### config.mk
export PLATFORM = sky130hd
export DESIGN_NAME = xfer_halt_ctrl
export DESIGN_NICKNAME = d
export VERILOG_FILES = /design/src/rtl/xfer_halt_pkg.sv /design/src/rtl/xfer_halt_qualify.sv /design/src/rtl/xfer_halt_prio.sv /design/src/rtl/xfer_halt_state.sv /design/src/rtl/xfer_halt_ctrl.sv
export SDC_FILE = /design/constraint.sdc
export NUM_CORES = 1
export LEC_CHECK = 0
export ABC_AREA = 1
export BUFFER_PORTS_ARGS = -buffer_cell sky130_fd_sc_hd__buf_2
export CORE_AREA = 2 2 39 41
export CTS_BUF_LIST = sky130_fd_sc_hd__clkbuf_8
export CTS_CLUSTER_DIAMETER = 30
export DETAILED_ROUTE_END_ITERATION = 10
export DIE_AREA = 0 0 41 43
export PLACE_DENSITY = 0.65
export SLEW_MARGIN = 15
export SYNTH_ARGS = -nofsm -noshare
export SYNTH_HDL_FRONTEND = slang
export SYNTH_HIERARCHICAL = 1
export SYNTH_SLANG_ARGS = --single-unit
### constraint.sdc
create_clock -name clk -period 1.3 [get_ports clk]
set_clock_uncertainty 0.1 [all_clocks]
set_input_delay 0.195 -clock clk [delete_from_list [all_inputs] [get_ports clk]]
set_output_delay 0.195 -clock clk [all_outputs]
set_load 0.005 [all_outputs]
### src/rtl/xfer_halt_pkg.sv
// Package: shared widths, cause indices and error codes of the halt controller.
// Assumes cause index order equals priority order (index 0 wins).
package xfer_halt_pkg;
    localparam int NUM_CAUSES = 8;
    localparam int CODE_W     = 4;

    // Cause vector positions, highest priority first
    localparam int C_ABORT   = 0;
    localparam int C_BNACK   = 1;
    localparam int C_CNACK   = 2;
    localparam int C_UNDER   = 3;
    localparam int C_OVER    = 4;
    localparam int C_PARITY  = 5;
    localparam int C_CRC     = 6;
    localparam int C_FRAME   = 7;

    typedef logic [NUM_CAUSES-1:0] cause_vec_t;
    typedef logic [CODE_W-1:0]     err_code_t;
endpackage

### src/rtl/xfer_halt_qualify.sv
// Module: gates each raw error input with the mode or configuration it
// belongs to and packs the result into a priority-ordered cause vector.
// Assumes raw inputs are already synchronous single-cycle or level flags.
module xfer_halt_qualify
    import xfer_halt_pkg::*;
(
    input  logic       bcast_hdr_en,
    input  logic       ddr_mode,
    input  logic       rd_xfer,
    input  logic       abort_done,
    input  logic       bcast_nack,
    input  logic       ddr_cmd_nack,
    input  logic       tx_underflow,
    input  logic       rx_overflow,
    input  logic       parity_err,
    input  logic       crc_err,
    input  logic       frame_err,
    output cause_vec_t causes
);
    // Purpose: apply per-cause qualification
    always_comb begin
        causes           = '0;
        causes[C_ABORT]  = abort_done;
        causes[C_BNACK]  = bcast_nack   & bcast_hdr_en;
        causes[C_CNACK]  = ddr_cmd_nack & ddr_mode;
        causes[C_UNDER]  = tx_underflow & ddr_mode;
        causes[C_OVER]   = rx_overflow  & ddr_mode;
        causes[C_PARITY] = parity_err   & rd_xfer;
        causes[C_CRC]    = crc_err      & rd_xfer;
        causes[C_FRAME]  = frame_err    & rd_xfer;
    end
endmodule

### src/rtl/xfer_halt_prio.sv
// Module: fixed-priority encoder; lowest set index wins, code = index + 1,
// code 0 means no cause. Assumes CODE_W can hold N.
module xfer_halt_prio #(
    parameter int N      = 8,
    parameter int CODE_W = 4
) (
    input  logic [N-1:0]      req,
    output logic              any,
    output logic [CODE_W-1:0] code
);
    // Purpose: scan from lowest to highest priority so the winner is written last
    always_comb begin
        code = '0;
        for (int i = N - 1; i >= 0; i--) begin
            if (req[i]) code = CODE_W'(i + 1);
        end
    end

    // Purpose: flag any active request
    assign any = |req;
endmodule

### src/rtl/xfer_halt_state.sv
// Module: halt state register, one-cycle response strobe, held error code
// and self-clearing resume request. Assumes resume_wr is a write pulse.
module xfer_halt_state #(
    parameter int CODE_W = 4
) (
    input  logic              clk,
    input  logic              rst_n,
    input  logic              cause_any,
    input  logic [CODE_W-1:0] cause_code,
    input  logic              resume_wr,
    output logic              halted,
    output logic              err_valid,
    output logic [CODE_W-1:0] err_code
);
    logic resume_q;
    logic halt_set;

    // Purpose: a cause is accepted only while running
    assign halt_set = cause_any & ~halted;

    // Purpose: capture a resume write as a one-cycle request, only while halted
    always_ff @(posedge clk) begin
        if (!rst_n) resume_q <= 1'b0;
        else        resume_q <= resume_wr & halted & ~resume_q;
    end

    // Purpose: enter halt on an accepted cause, leave it on a resume request
    always_ff @(posedge clk) begin
        if (!rst_n)                halted <= 1'b0;
        else if (halt_set)         halted <= 1'b1;
        else if (halted && resume_q) halted <= 1'b0;
    end

    // Purpose: load the code and pulse the strobe for the response queue
    always_ff @(posedge clk) begin
        if (!rst_n) begin
            err_valid <= 1'b0;
            err_code  <= '0;
        end else begin
            err_valid <= halt_set;
            if (halt_set) err_code <= cause_code;
        end
    end
endmodule

### src/rtl/xfer_halt_ctrl.sv
// Module: top of the transfer error halt and resume controller. Qualifies
// the causes, picks one by priority, and holds the halt until resume.
// Assumes all inputs are synchronous to clk.
module xfer_halt_ctrl
    import xfer_halt_pkg::*;
(
    input  logic              clk,
    input  logic              rst_n,
    input  logic              bcast_hdr_en,
    input  logic              ddr_mode,
    input  logic              rd_xfer,
    input  logic              abort_done,
    input  logic              bcast_nack,
    input  logic              ddr_cmd_nack,
    input  logic              tx_underflow,
    input  logic              rx_overflow,
    input  logic              parity_err,
    input  logic              crc_err,
    input  logic              frame_err,
    input  logic              resume_wr,
    output logic              halted,
    output logic              dispatch_en,
    output logic              err_valid,
    output logic [CODE_W-1:0] err_code
);
    cause_vec_t causes;
    logic       any_cause;
    err_code_t  win_code;

    xfer_halt_qualify u_qual (
        .bcast_hdr_en (bcast_hdr_en),
        .ddr_mode     (ddr_mode),
        .rd_xfer      (rd_xfer),
        .abort_done   (abort_done),
        .bcast_nack   (bcast_nack),
        .ddr_cmd_nack (ddr_cmd_nack),
        .tx_underflow (tx_underflow),
        .rx_overflow  (rx_overflow),
        .parity_err   (parity_err),
        .crc_err      (crc_err),
        .frame_err    (frame_err),
        .causes       (causes)
    );

    xfer_halt_prio #(.N(NUM_CAUSES), .CODE_W(CODE_W)) u_prio (
        .req  (causes),
        .any  (any_cause),
        .code (win_code)
    );

    xfer_halt_state #(.CODE_W(CODE_W)) u_state (
        .clk        (clk),
        .rst_n      (rst_n),
        .cause_any  (any_cause),
        .cause_code (win_code),
        .resume_wr  (resume_wr),
        .halted     (halted),
        .err_valid  (err_valid),
        .err_code   (err_code)
    );

    // Purpose: block dispatch for as long as the halt lasts
    assign dispatch_en = ~halted;
endmodule

==> metrics.md <==
| Metric | Value |
|---|---|
| Leading post-synthesis cells by cell area | `dfxtp_1 (31%), inv_1 (19%), nand2_1 (18%)` |
| Outcome | `completed` |
| Critical R2R Capture | `u_state/err_code[2]` |
| Comb power frac | `0.218` |
| GRT Total Usage | `0.116` |
| I/O Buffers | `20` |
| Crit path cell chain | `inv_1 -> buf_2` |
| Pin slew with the least headroom to its limit | `190 ps` |
| Largest delay share family, worst path | `flip-flops` |
| Starting Density | `0.322` |
| Most common cell in the synthesized netlist | `inv_1` |
| Top cell type's share of synthesized area | `0.315` |
| CTS Buf Count | `3` |
| Routed len/inst | `6.82 um` |
| WP data required | `1000 ps` |
| R2R depth | `4` |
| Final min period | `1090 ps` |
| Flops & latches, synth | `7` |
| Std cell rows | `14` |
| Yosys cell types | `14` |
| Min-Delay Endpoint | `u_state/err_code[3]` |
| Synth Instances | `77` |
| Post-synth top flop | `dfxtp_1` |
| Vias per cell | `4.10` |
| Longest Clk Path Bufs | `2` |
| Worst r2r src | `u_state/halted` |
| Die height | `43 um` |
| FFs w/ async S/R, synth | `0` |
| Placer Congestion | `0.709` |
| TritonCTS clock tree | `done` |
| Area of the die | `1760 um^2` |
| Sequential area share after synthesis | `0.315` |
| Element type at the critical path start | `flop` |
| Router iterations before antenna repair | `4` |
| Area growth, synth to finish | `42.1%` |
| H-tree levels | `1` |
| Total power draw | `0.690 mW` |
| # diodes | `0` |
| Via Count | `492` |
| Sequential share of power | `0.357` |
| Layout cell share with drive strength beyond 1 | `0.337` |
| Post-Syn Area per Cell | `5.78 um^2` |
| Crit end category | `primary output` |
| Post-CTS setup repair buffer count | `0` |
| NetSw | `0.178 mW` |
| Post-Synthesis Cell Area | `445 um^2` |
| Max Clk Rate | `914 MHz` |
| Die Wd | `41 um` |
| First-pass GRT wire length | `1440 um` |
| Post_cts resized | `0` |
| Hold_ws | `139 ps` |
| Initial antenna violation count | `0` |
| Post-synth EDFFs | `0` |
| Core footprint | `1380 um^2` |
| Largest net degree at the start of global routing | `7` |
| CTS root buffer | `clkbuf_8` |
| Clock sinks | `7` |
| Pins Over Slew Limit | `0` |
| Hold Crit Class | `in2reg` |
| Period utilization | `0.842` |
| Nets@finish | `119` |
| Vias in the first global route | `432` |
| Flop2flop setup slack | `390 ps` |
| Filler instances | `148` |
| Setup Crit Path Kind | `reg2out` |
| Clock power share | `0.425` |
| WL final | `818 um` |
| Pleak | `0.411 nW` |
| # DRC | `0` |
| Max Cap Viol | `0` |
| Pint | `0.512 mW` |
| GRT overflow | `0` |
| Area leader, netlist | `dfxtp_1` |
| Worst rel slew slack | `0.873` |
| Crit path DAT | `800 ps` |
| Max stage delay on crit path | `400 ps` |
| Pwr Density | `1090 nW/um^2` |
| Hold Path Cell Cnt | `3` |
| Post-DP HPWL | `707 um` |
| CTS hold repair buffers | `0` |
| Antenna viol nets, final | `0` |
| Final hold violation count | `0` |
| Post-Synthesis Net Count | `91` |
| Skew-Pair Late Insertion Delay | `220 ps` |
| CP Max Fanout | `5` |
| # setup viols final | `0` |
| Post-synth top cells | `inv_1 (22), nand2_1 (21), nor2_1 (10), dfxtp_1 (7)` |
| Yosys Warn Count | `6` |
| Worst-path clk slew | `40 ps` |
| VDD IR max | `311 uV` |
| Sw frac | `0.258` |
| Critical-path top delay cell | `dfxtp_1` |
| Top-Level Pins | `21` |
| Hold Startpoint | `rst_n` |
| RSZ-0062 raised after global routing | `false` |
| CP bufs+invs | `2` |
| Starting DRT DRC Count | `4` |
## tightest hold or removal path: cells and delay by family
family | cells | cell delay (ps)
buffers and inverters | 1 | 130
and+or+nand+nor | 2 | 100
## placed cells by master, fill, tap and decap left out
master     n
a21oi_1    2
a31oi_1    1
buf_2     20
buf_4      4
clkbuf_8   3
dfxtp_1    7
inv_1     23
inv_2      1
nand2_1   21
nand2_2    1
nand3_1    4
nand3_2    1
nor2_1    10
nor2_2     4
nor3_2     1
nor3b_1    1
## power groups by stage
stage / clock network [mW] / registers, mW / logic, mW
after floorplan: 0 / 0.252 / 0.0867
after global placement: 0 / 0.250 / 0.150
after detailed placement: 0 / 0.250 / 0.152
after CTS: 0.304 / 0.247 / 0.153
after global routing: 0.307 / 0.250 / 0.175
final: 0.293 / 0.246 / 0.151
## area by class of cell
cell class,count,area (um^2),area share
inverters,23,86.3,0.136
well taps,16,20.0,0.0316
repair buffers,24,130,0.206
multi-input cells,46,211,0.334
clock inverters,1,3.75,0.00593
flip-flops and latches,7,140,0.221
clock buffers,3,41.3,0.0652
## state kept, by name, summed over array words and instances (netlist names)
| name | flops |
|---|---|
| u_state/err_code | 4 |
| u_state/halted | 1 |
| u_state/err_valid | 1 |
| u_state/resume_q | 1 |
## stage by stage
step           instance area (um^2)  worst slack (ps)  instances  utilization  setup TNS, ps
2_1_floorplan                   445               142         77            -              0
3_3_place_gp                    588             -11.1        116        0.425          -21.9
3_5_place_dp                    588             -35.2        116        0.425           -126
4_1_cts                         633               192        120        0.458              0
5_1_grt                         633              39.4        120        0.458              0
6_report                        633               206        120        0.458              0
## how the worst max path moves through the flow
stage | end | start | cells after the start
2_1_floorplan | u_state/err_code[0] | parity_err | 10
3_3_place_gp | u_state/err_code[0] | ddr_mode | 11
3_5_place_dp | u_state/err_code[0] | rd_xfer | 11
4_1_cts | dispatch_en | u_state/halted | 2
5_1_grt | u_state/err_code[0] | ddr_mode | 11
6_report | dispatch_en | u_state/halted | 2
## logic make-up after synthesis
group                  share of synthesized area
DFF                                        0.315
buffers and inverters                      0.211
AOI/OAI and AO/OA                         0.0365
and+or+nand+nor                            0.438
## routing by layer
metal  wire [um]  share of wire  track usage
met1         358           0.44        0.137
met2         413           0.50        0.181
met5           0              0            0
met4           0              0        0.100
met3          46          0.056            0
(Power assumes the default switching activity.)
